## src/rtl/wg_pkg.sv

```systemverilog
package wg_pkg;
  localparam int unsigned WG_CNT_W = 8;
  localparam int unsigned WG_PRE_W = 10;
  localparam int unsigned WG_NCH   = 2;

  typedef enum logic [1:0] {
    WG_NFRQ = 2'd0,
    WG_MFRQ = 2'd1,
    WG_NPWM = 2'd2,
    WG_MPWM = 2'd3
  } wg_mode_e;

  // Low-bit mask of the prescaler phase: a step fires when all masked bits are one.
  function automatic logic [WG_PRE_W-1:0] presc_mask(input logic [2:0] sel);
    logic [WG_PRE_W-1:0] m;
    case (sel)
      3'd5:    m = WG_PRE_W'(63);
      3'd6:    m = WG_PRE_W'(255);
      3'd7:    m = WG_PRE_W'(1023);
      default: m = (WG_PRE_W'(1) << sel) - WG_PRE_W'(1);
    endcase
    return m;
  endfunction

  function automatic logic top_from_cc0(input wg_mode_e m);
    return (m == WG_MFRQ) || (m == WG_MPWM);
  endfunction

  function automatic logic start_level(input wg_mode_e m, input logic is_ch0, input logic down);
    logic lvl;
    case (m)
      WG_NPWM: lvl = !down;
      WG_MPWM: lvl = is_ch0 ? 1'b1 : !down;
      default: lvl = 1'b0;
    endcase
    return lvl;
  endfunction

  // Single-slope PWM: the wrap rule takes precedence over the compare rule.
  function automatic logic pwm_next(input logic cur, input logic down,
                                    input logic wrap, input logic hit);
    logic nxt;
    if (wrap)     nxt = !down;
    else if (hit) nxt = down;
    else          nxt = cur;
    return nxt;
  endfunction
endpackage

```

## src/rtl/wg_prescaler.sv

```systemverilog
module wg_prescaler
  import wg_pkg::*;
#(
  parameter int unsigned PW = WG_PRE_W
) (
  input  logic       clk,
  input  logic       rst_n,
  input  logic       run,
  input  logic [2:0] sel,
  output logic       tick
);
  logic [PW-1:0] phase;
  logic [PW-1:0] mask;

  assign mask = PW'(presc_mask(sel));
  assign tick = run && ((phase & mask) == mask);

  always_ff @(posedge clk or negedge rst_n) begin
    if (!rst_n)    phase <= '0;
    else if (!run) phase <= '0;
    else           phase <= phase + PW'(1);
  end
endmodule

```

## src/rtl/wg_counter.sv

```systemverilog
module wg_counter #(
  parameter int unsigned W = 8
) (
  input  logic         clk,
  input  logic         rst_n,
  input  logic         run,
  input  logic         down,
  input  logic         tick,
  input  logic [W-1:0] top,
  output logic [W-1:0] cnt,
  output logic         upd
);
  logic hit_top;
  logic hit_zero;

  assign hit_top  = (cnt == top);
  assign hit_zero = (cnt == '0);
  assign upd      = tick && (down ? hit_zero : hit_top);

  always_ff @(posedge clk or negedge rst_n) begin
    if (!rst_n)      cnt <= '0;
    else if (!run)   cnt <= down ? top : '0;
    else if (tick) begin
      if (down)      cnt <= hit_zero ? top : cnt - W'(1);
      else           cnt <= hit_top ? '0 : cnt + W'(1);
    end
  end
endmodule

```

## src/rtl/wg_channel.sv

```systemverilog
module wg_channel
  import wg_pkg::*;
#(
  parameter int unsigned W      = 8,
  parameter bit          IS_CH0 = 1'b0
) (
  input  logic         clk,
  input  logic         rst_n,
  input  logic         run,
  input  logic         down,
  input  wg_mode_e     mode,
  input  logic         tick,
  input  logic         upd,
  input  logic [W-1:0] cnt,
  input  logic [W-1:0] cc,
  input  logic         clr,
  output logic         mch,
  output logic         flag,
  output logic         wv
);
  logic wv_nxt;

  assign mch = tick && (cnt == cc);

  always_comb begin
    if (!run) begin
      wv_nxt = start_level(mode, IS_CH0, down);
    end else begin
      case (mode)
        WG_NFRQ: wv_nxt = wv ^ mch;
        WG_MFRQ: wv_nxt = IS_CH0 ? (wv ^ upd) : (wv ^ mch);
        WG_NPWM: wv_nxt = pwm_next(wv, down, upd, mch);
        default: wv_nxt = IS_CH0 ? !upd : pwm_next(wv, down, upd, mch);
      endcase
    end
  end

  always_ff @(posedge clk or negedge rst_n) begin
    if (!rst_n) begin
      wv   <= 1'b0;
      flag <= 1'b0;
    end else begin
      wv   <= wv_nxt;
      flag <= (flag && !clr) || mch;
    end
  end
endmodule

```

## src/rtl/wavegen_timer.sv

```systemverilog
module wavegen_timer
  import wg_pkg::*;
#(
  parameter int unsigned W  = WG_CNT_W,
  parameter int unsigned PW = WG_PRE_W
) (
  input  logic         clk,
  input  logic         rst_n,
  input  logic         run,
  input  logic         count_down,
  input  logic [1:0]   mode,
  input  logic [2:0]   presc_sel,
  input  logic [W-1:0] period,
  input  logic [W-1:0] cmp0,
  input  logic [W-1:0] cmp1,
  input  logic [1:0]   inv,
  input  logic [1:0]   match_clr,
  input  logic         ovf_clr,
  output logic [1:0]   wave,
  output logic [1:0]   match_flag,
  output logic         ovf_flag,
  output logic         ovf_evt
);
  localparam int unsigned NCH = WG_NCH;

  wg_mode_e       mode_e;
  logic           tick;
  logic           upd;
  logic [W-1:0]   cnt;
  logic [W-1:0]   top_val;
  logic [NCH-1:0] mch;
  logic [NCH-1:0] wv_raw;
  logic [W-1:0]   cc_arr [NCH];

  assign mode_e    = wg_mode_e'(mode);
  assign top_val   = top_from_cc0(mode_e) ? cmp0 : period;
  assign cc_arr[0] = cmp0;
  assign cc_arr[1] = cmp1;

  wg_prescaler #(.PW(PW)) u_presc (
    .clk(clk), .rst_n(rst_n), .run(run), .sel(presc_sel), .tick(tick)
  );

  wg_counter #(.W(W)) u_cnt (
    .clk(clk), .rst_n(rst_n), .run(run), .down(count_down), .tick(tick),
    .top(top_val), .cnt(cnt), .upd(upd)
  );

  for (genvar i = 0; i < NCH; i++) begin : g_ch
    wg_channel #(.W(W), .IS_CH0(i == 0)) u_ch (
      .clk(clk), .rst_n(rst_n), .run(run), .down(count_down), .mode(mode_e),
      .tick(tick), .upd(upd), .cnt(cnt), .cc(cc_arr[i]), .clr(match_clr[i]),
      .mch(mch[i]), .flag(match_flag[i]), .wv(wv_raw[i])
    );
  end

  always_ff @(posedge clk or negedge rst_n) begin
    if (!rst_n) begin
      ovf_flag <= 1'b0;
      ovf_evt  <= 1'b0;
    end else begin
      ovf_flag <= (ovf_flag && !ovf_clr) || upd;
      ovf_evt  <= upd;
    end
  end

  assign wave = wv_raw ^ inv;
endmodule

```

## config.mk

```make
export PLATFORM = sky130hd
export DESIGN_NAME = wavegen_timer
export DESIGN_NICKNAME = d
export VERILOG_FILES = /design/src/rtl/wg_pkg.sv /design/src/rtl/wg_prescaler.sv /design/src/rtl/wg_counter.sv /design/src/rtl/wg_channel.sv /design/src/rtl/wavegen_timer.sv
export SDC_FILE = /design/constraint.sdc
export NUM_CORES = 1
export LEC_CHECK = 0
export ABC_AREA = 1
export CORE_AREA = 2 2 69 84
export DETAILED_ROUTE_END_ITERATION = 7
export DIE_AREA = 0 0 71 86
export PLACE_DENSITY = 0.79
export SYNTH_ARGS = -nofsm -noshare
export SYNTH_HDL_FRONTEND = slang
export SYNTH_HIERARCHICAL = 1
export SYNTH_SLANG_ARGS = --single-unit
```

## constraint.sdc

```tcl
create_clock -name clk -period 2.95 [get_ports clk]
set_input_delay 0.59 -clock clk [delete_from_list [all_inputs] [get_ports clk]]
set_output_delay 0.59 -clock clk [all_outputs]
set_load 0.01 [all_outputs]
```

==> flow_summary.json, run 1 <==
{
  "p_clk_share_pct": 24.7,
  "critPathBufInv": 3,
  "r2r_setup_slack_ns": 0.76,
  "top_layer": "met4",
  "grt_pass1_vias": 3027,
  "critical_path_class": "primary input to register",
  "path_cells": "clkdlybuf4s50_1, buf_12, nand2_1, nand2_1, nand2_1, nand2_1, nand2_1, nor2_2, nand2_4, nand2_2, nand2_1, nor2_1, buf_4, a21oi_1, a21boi_0, nand2_1, nand2_1, nand2_1",
  "switching_power_w": 0.000446,
  "routed_wl_microns": 7200,
  "n_fill_cell": 498,
  "power_density_nw_per_um2": 341,
  "grt-ovfl-total": 0,
  "r2r_start": "u_cnt/cnt[2]",
  "cts-buffers-inserted": 3,
  "areaGrowthSynthToFinish_pct": 23.9,
  "max_cap_viol_count": 0,
  "synthesis.nets": 542,
  "synth.avg_cell_area_sq_um": 5.60,
  "intPower_w": 0.000734,
  "p_leak_nw": 2.02,
  "chipHeight_microns": 86,
  "die_area_sq_um": 6110,
  "rsz0062_at_grt": "false",
  "met1_length_microns": 3060,
  "relSlewSlack_pct": 59.1,
  "max_freq_mhz": 375,
  "arrival_ns": 2.83,
  "fin_cells": 616,
  "cts.clk_slew.worst_paths_ns": 0.09,
  "cts_buffer_depth": 2,
  "hold_class": "register to register",
  "die_w_microns": 71,
  "grt_use_total_pct": 25.1,
  "power_frac_comb_pct": 39.4,
  "min_period_over_period_pct": 90.4,
  "root_buffer": "clkbuf_8",
  "min_path_cells": 1,
  "layout-drive-gt1-share_pct": 12.5,
  "fin_worst_skew_ns": 0.00236,
  "drc": 0,
  "antenna_found_initial": 0,
  "cp_slowest_cell": "clkdlybuf4s50_1",
  "setup_violations": 0,
  "clkLatencyLatePin_ns": 0.27,
  "routedWlPerCell_microns": 11.7,
  "cts_sinks": 24,
  "route.met3.wl_microns": 431,
  "diodes": 0,
  "io_buffers": 43,
  "first_pass_iters": 5,
  "power_frac_seq_pct": 36.0,
  "start_util_pct": 53.1,
  "initialDrtViolationCount": 223,
  "num_vias": 3101,
  "yosysWarnings": 6,
  "hold_viol": 0,
  "grt_start_max_net_pins": 25,
  "met2WireLength_microns": 3570,
  "gp_congestion": 0.910,
  "setup_ws_ns": 0.284,
  "worst_r2r_path_depth": 13,
  "post-cts-setup-buffers": 0,
  "finalMaxSlewViolations": 0,
  "dp_hpwl_microns": 5640,
  "ant_nets": 0,
  "syn_inst": 499,
  "place_ws_ns": -0.166,
  "hp-start": "u_presc/phase[0]",
  "outcome": "finished clean",
  "crit_path_start_kind": "primary input",
  "slowest_delay_ns": 0.59,
  "rows": 29,
  "io_pins": 44,
  "worstPathRequired_ns": 3.12,
  "placedCellCount": 612,
  "coreArea_sq_um": 5260,
  "cts_tree": "yes",
  "synth_area_sq_um": 2790,
  "r2r_end": "g_ch[1].u_ch/wv",
  "critPathMaxFanout": 8,
  "whs_endpoint": "u_presc/phase[0]",
  "cts_max_level": 1,
  "worst_slew_pin_slew_ns": 0.614,
  "ctsHoldBuffers": 0,
  "seq_area_sq_um": 601,
  "critPathCaptureType": "register",
  "grt_pass1_wl_microns": 12700,
  "switching_share_pct": 37.8,
  "cp_top_family": "simple AND/OR/NAND/NOR gates",
  "avgViaCountPerCell": 5.03,
  "fin_nets": 598,
  "period_minus_slack_ns": 2.67,
  "cpMostUsedCell": "nand2_1",
  "irDropWorstVdd_uv": 261,
  "multi_input_area_sq_um": 1750
}
-- worst reg2reg max path, stage by stage (launching register included) --
cell	delay [ns]
dfrtp_1	0.74
xnor2_1	0.19
nand2_1	0.09
nor2_2	0.12
nand2_4	0.09
nand2_2	0.07
nand2_1	0.10
nor2_1	0.14
buf_4	0.15
a21oi_1	0.06
a21boi_0	0.16
nand2_1	0.08
nand2_1	0.06
nand2_1	0.05
-- worst max-delay path by stage --
stage | startpoint | to | slack [ns] | cells after the start
after floorplan | presc_sel[0] | g_ch[0].u_ch/wv | 0.37 | 19
after detailed placement | presc_sel[0] | g_ch[0].u_ch/wv | -0.17 | 23
final | mode[0] | g_ch[1].u_ch/wv | 0.28 | 18
after global placement | presc_sel[0] | g_ch[0].u_ch/wv | -0.04 | 23
after global routing | mode[0] | g_ch[1].u_ch/wv | 0.07 | 17
after CTS | presc_sel[0] | g_ch[0].u_ch/wv | 0.12 | 23
-- sequential cells by signal, indices dropped and copies added (netlist names) --
register / count
u_cnt/cnt: 8
ovf_evt: 1
ovf_flag: 1
g_ch.u_ch/flag: 2
g_ch.u_ch/wv: 2
u_presc/phase: 10
-- through the flow --
| stage | setup TNS [ns] | area (sq um) | total power [W] | util, % | hold WS [ns] |
|---|---|---|---|---|---|
| after global placement | -0.0401 | 3370 | 0.000876 | 64.0 | 0.456 |
| final | 0 | 3460 | 0.00118 | 65.8 | 0.467 |
| after CTS | 0 | 3440 | 0.00118 | 65.4 | 0.471 |
| after floorplan | 0 | 2790 | 0.000743 | - | 0.294 |
| after global routing | 0 | 3460 | 0.00128 | 65.8 | 0.504 |
| after detailed placement | -0.233 | 3370 | 0.000888 | 64.0 | 0.459 |
-- final cells by class --
class	instances	share of cell area (%)
clock buffers	3	1.19
clock inverters	1	0.868
inverters	103	11.3
multi-input cells	364	50.5
flip-flops and latches	24	17.4
well taps	62	2.24
repair buffers	59	16.5
-- layout by cell type (no fill, tap or decap), drive strengths merged --
master         instances
o21bai                 1
dlymetal6s2s           3
nor3                   1
clkinv                 1
dfrtp                 24
nand3b                 1
or2                    1
clkdlybuf4s50         40
nand3                 36
bufinv                 1
clkbuf                 3
nor2                  57
nand2                210
buf                   16
inv                  102
xor2                   6
ha                     5
a31oi                  4
xnor2                  8
o21ai                 11
a21oi                 15
a22oi                  1
nor3b                  1
nand4                  5
a21boi                 1
-- power by group through the flow --
| stage | logic, W | clock network, W | registers (W) |
|---|---|---|---|
| after floorplan | 0.000354 | 0 | 0.000388 |
| after global placement | 0.000446 | 0 | 0.000430 |
| after detailed placement | 0.000457 | 0 | 0.000431 |
| after CTS | 0.000461 | 0.000297 | 0.000425 |
| after global routing | 0.000534 | 0.000311 | 0.000433 |
| final | 0.000464 | 0.000291 | 0.000424 |
-- repair_timing --
action / CTS / global route
resized for setup: 0 / 7
hold endpoints to repair: 0 / 0
setup endpoints to repair: 0 / 2
-- metal layers --
metal | vias up | GRT usage, %
met1 | 1381 | 30.9
met5 | - | 0
met3 | 16 | 2.70
li1 | 1594 | -
met4 | 0 | 8.75
met2 | 110 | 45.2
Power figures use the tool's default switching activity.
==> run 2, diff against run 1 <==
- CORE_AREA: 2 2 69 84 -> 2 2 72 88
- DIE_AREA: 0 0 71 86 -> 0 0 74 90
- GPL_ROUTABILITY_DRIVEN: not set -> 0
- PLACE_DENSITY: 0.79 -> 0.76
- SLEW_MARGIN: not set -> 20
- clock period: 2.95 -> 2.2 ns (I/O delays scaled with it)
==> flow_summary.json, run 2 (synthesized netlist as in run 1, its figures left out) <==
{
  "fin_nets": 635,
  "min_period_over_period_pct": 98.8,
  "post-route-util_pct": 65.8,
  "routed_wl_microns": 7810,
  "outcome": "finished clean",
  "relSlewSlack_pct": 70.5,
  "hold_slack_ns": 0.501,
  "cts_tree": "yes",
  "arrival_ns": 2.34,
  "largest_reg_flops": 10,
  "layout_common_cells": "nand2_1, inv_1, buf_4",
  "routedWlPerCell_microns": 11.6,
  "crit_path_start_kind": "primary input",
  "power_density_nw_per_um2": 441,
  "io_buffers": 43,
  "cts-buffers-inserted": 3,
  "rsz0062_at_grt": "true",
  "critPathMaxFanout": 4,
  "irDropWorstVdd_uv": 277,
  "avgViaCountPerCell": 4.86,
  "setup_ws_ns": 0.0265,
  "max_cap_viol_count": 0,
  "fin_worst_skew_ns": 0.00700,
  "max_freq_mhz": 460,
  "hold_class": "register to register",
  "antenna_found_initial": 0,
  "dp_hpwl_microns": 6220,
  "initialDrtViolationCount": 153,
  "grt_start_max_net_pins": 25,
  "largestRegisters": "u_presc/phase x10, u_cnt/cnt x8",
  "ctsHoldBuffers": 0,
  "clkLatencyLatePin_ns": 0.27,
  "cts_buffer_depth": 2,
  "cts.clk_slew.worst_paths_ns": 0.09,
  "dpl_cell_area_sq_um": 3670,
  "worstPathRequired_ns": 2.37,
  "critical_path_class": "primary input to register",
  "layout-drive-gt1-share_pct": 22.3,
  "first_pass_iters": 4,
  "finalMaxSlewViolations": 0,
  "die_area_sq_um": 6660,
  "drc": 0,
  "p_leak_nw": 2.22,
  "coreArea_sq_um": 5860,
  "critPathCaptureType": "register",
  "areaGrowthSynthToFinish_pct": 37.9,
  "hold_viol": 0,
  "root_buffer": "clkbuf_8",
  "period_minus_slack_ns": 2.17,
  "grt_pass1_wl_microns": 13100,
  "setup_violations": 0,
  "start_util_pct": 47.7,
  "regMostFlops": "u_presc/phase",
  "die_w_microns": 74,
  "io_pins": 44,
  "num_vias": 3269,
  "diodes": 0,
  "cts_sinks": 24,
  "grt_pass1_vias": 3184,
  "ant_nets": 0,
  "layout_commonest_cell": "nand2_1",
  "worst_slew_pin_slew_ns": 0.442,
  "place_ws_ns": -0.680,
  "chipHeight_microns": 90,
  "final_area_sq_um": 3850,
  "grt_use_total_pct": 24.3,
  "cts_max_level": 1,
  "grt-ovfl-total": 0,
  "rows": 31
}
## run 2: critical path, stage by stage
cell,delay (ns)
buf_8,0.10
nor2_4,0.12
nand2_4,0.07
ha_4,0.17
nand2_2,0.06
nand2_2,0.07
nand3b_1,0.08
nand2_1,0.05
nor2_1,0.12
nand2_2,0.08
nor2_4,0.14
inv_2,0.05
a21oi_2,0.09
nand2_1,0.07
nor2_2,0.14
nand3_2,0.10
nand2_2,0.10
nand3_2,0.07
nand3_2,0.07
nand2_1,0.05
nand2_1,0.05
nand2_1,0.04
## run 2: power by group
part           leakage, nW  switching (W)  internal, W  total [W]
combinational         1.87       0.000425     0.000342   0.000767
sequential           0.313      0.0000654     0.000470   0.000535
clock               0.0357       0.000154     0.000243   0.000397
## run 2: per-layer routing
metal  GRT usage (%)  up-vias  part of all wire (%)
met3            1.68       32                   2.7
met4            12.3        0                   4.2
met1            26.8     1486                    40
li1                -     1672                     -
met2            44.5       79                    53
met5               0        -                     0
## run 2: final timing paths
kind                                   endpoint  cells after the start  slack [ns]          from
worst max register to register  g_ch[0].u_ch/wv                     14        0.19  u_cnt/cnt[1]
worst min register to register         ovf_flag                      2        0.50      ovf_flag
max in group asynchronous       g_ch[0].u_ch/wv                      2        1.39         rst_n
worst max-delay path            g_ch[0].u_ch/wv                     22        0.03  presc_sel[1]
min in group asynchronous          u_cnt/cnt[3]                      2        0.54         rst_n
worst min-delay path                   ovf_flag                      2        0.50      ovf_flag
## run 2: cell type report
| cell class | count | area, sq um |
|---|---|---|
| repair buffers | 96 | 831 |
| well taps | 82 | 103 |
| flip-flops and latches | 24 | 601 |
| fillers | 523 | 2000 |
| inverters | 103 | 392 |
| clock buffers | 3 | 41.3 |
| multi-input cells | 364 | 1860 |
| clock inverters | 1 | 30.0 |
## run 2: what timing repair did
action,4_1_cts,5_1_grt
pin swaps,7,23
setup endpoints to repair,13,12
endpoints found under the hold margin,0,0
resized for setup,15,32
buffers inserted,2,2
## run 2: stage by stage
stage	total power (W)	setup TNS, ns	std cells
5_1_grt	0.00183	-0.347	673
2_1_floorplan	0.00100	0	499
6_report	0.00170	0	673
3_3_place_gp	0.00126	-5.17	665
3_5_place_dp	0.00128	-6.02	665
4_1_cts	0.00168	-0.0101	671
==> run 3, diff against run 2 <==
- CORE_AREA: 2 2 72 88 -> 2 2 92 112
- DIE_AREA: 0 0 74 90 -> 0 0 94 114
- PLACE_DENSITY: 0.76 -> not set
==> flow_summary.json, run 3 (synthesized netlist as in run 1, its figures left out) <==
{
  "outcome": "finished clean",
  "initialDrtViolationCount": 240,
  "cts_buffer_depth": 2,
  "areaGrowthSynthToFinish_pct": 40.3,
  "start_util_pct": 28.6,
  "max_freq_mhz": 464,
  "critPathCaptureType": "register",
  "clkLatencyLatePin_ns": 0.27,
  "ant_nets": 0,
  "hold_viol": 0,
  "worstPathRequired_ns": 2.36,
  "regMostFlops": "u_presc/phase",
  "critPathMaxFanout": 3,
  "coreArea_sq_um": 9760,
  "power_density_nw_per_um2": 467,
  "slowest_delay_ns": 0.48,
  "place_ws_ns": -0.682,
  "largest_reg_flops": 10,
  "num_vias": 3143,
  "p_total_w": 0.00183,
  "grt_start_max_net_pins": 25,
  "arrival_ns": 2.32,
  "crit_path_start_kind": "primary input",
  "dp_hpwl_microns": 6520,
  "cp_slowest_cell": "clkdlybuf4s50_1",
  "avgViaCountPerCell": 4.40,
  "die_area_sq_um": 10700,
  "setup_violations": 0,
  "critPathBufInv": 2,
  "min_period_over_period_pct": 98.0,
  "routedWlPerCell_microns": 11.3,
  "cts_sinks": 24,
  "critical_path_class": "primary input to register",
  "period_minus_slack_ns": 2.16,
  "irDropWorstVdd_uv": 337,
  "largestRegisters": "u_presc/phase x10, u_cnt/cnt x8",
  "first_pass_iters": 4,
  "grt_pass1_wl_microns": 13700,
  "routed_wl_microns": 8060,
  "max_cap_viol_count": 0,
  "path_cells": "clkdlybuf4s50_1, nand2_1, nand2_2, xnor2_1, nand2_1, nor2_2, nand2_4, nand2_2, nand2_2, nor2_4, buf_6, a21oi_1, a21boi_1, nand2_1, nand2_1, nand2_1",
  "cts-buffers-inserted": 3,
  "cts.clk_slew.worst_paths_ns": 0.07,
  "io_buffers": 43,
  "setup_ws_ns": 0.0448,
  "cpMostUsedCell": "nand2_1",
  "placedCellCount": 706,
  "layout_common_cells": "nand2_1, inv_1, buf_4",
  "root_buffer": "clkbuf_16",
  "worst_slew_pin_slew_ns": 0.350,
  "r2r_setup_slack_ns": 0.24,
  "n_fill_cell": 1058,
  "chipHeight_microns": 114,
  "grt_use_total_pct": 15.7,
  "antenna_found_initial": 0,
  "relSlewSlack_pct": 76.7,
  "fin_nets": 633,
  "cts_max_level": 1,
  "cp_top_family": "simple AND/OR/NAND/NOR gates",
  "layout_commonest_cell": "nand2_1",
  "finalMaxSlewViolations": 0,
  "grt-ovfl-total": 0,
  "grt_pass1_vias": 3157,
  "drc": 0,
  "fin_worst_skew_ns": 0.00548,
  "die_w_microns": 94,
  "cts_tree": "yes",
  "rsz0062_at_grt": "true",
  "io_pins": 44,
  "p_leak_nw": 2.22,
  "fin_cells": 715,
  "diodes": 0,
  "hold_class": "register to register",
  "rows": 40,
  "layout-drive-gt1-share_pct": 21.4
}
[run 3: what timing repair did]
item                       in CTS  in global routing
buffers inserted                3                  2
resized for setup              20                 32
gates cloned                    0                  0
hold buffers                    0                  0
setup endpoints to repair      14                 12
pin swaps                      12                 27
[run 3: worst paths after layout]
| check | cells past startpoint | from | endpoint |
|---|---|---|---|
| max in group asynchronous | 2 | rst_n | u_presc/phase[5] |
| setup reg to reg | 14 | u_cnt/cnt[0] | g_ch[1].u_ch/wv |
| hold / removal | 1 | u_presc/phase[0] | u_presc/phase[0] |
| hold reg to reg | 1 | u_presc/phase[0] | u_presc/phase[0] |
| setup / recovery | 16 | cmp0[6] | g_ch[1].u_ch/wv |
| min in group asynchronous | 2 | rst_n | u_cnt/cnt[2] |
[run 3: final cells by class]
class	count	area (sq um)	share of cell area [%]
multi-input cells	364	1830	46.6
clock inverters	1	30.0	0.766
clock buffers	3	75.1	1.92
repair buffers	94	828	21.1
well taps	126	158	4.02
flip-flops and latches	24	601	15.3
inverters	103	402	10.2
[run 3: layer usage]
layer / share of wire [%] / track usage [%] / up-vias
met5: 0 / 0 / -
met3: 2.1 / 1.65 / 12
met4: 2.2 / 6.28 / 0
met1: 44 / 18.6 / 1412
met2: 52 / 28.6 / 45
li1: - / - / 1674
[run 3: stage by stage]
stage | hold slack [ns] | TNS (ns) | cell area [sq um] | util, %
final | 0.468 | 0 | 3920 | 40.2
after floorplan | 0.144 | 0 | 2830 | -
after detailed placement | 0.462 | -6.52 | 3700 | 37.9
after CTS | 0.474 | -0.000920 | 3840 | 39.4
after global placement | 0.451 | -5.41 | 3700 | 37.9
after global routing | 0.497 | -0.216 | 3920 | 40.2
[run 3: where the power goes]
group | total (W) | internal [W] | switching [W]
registers | 0.000525 | 0.000470 | 0.0000549
clock network | 0.000546 | 0.000363 | 0.000183
logic | 0.000758 | 0.000331 | 0.000427
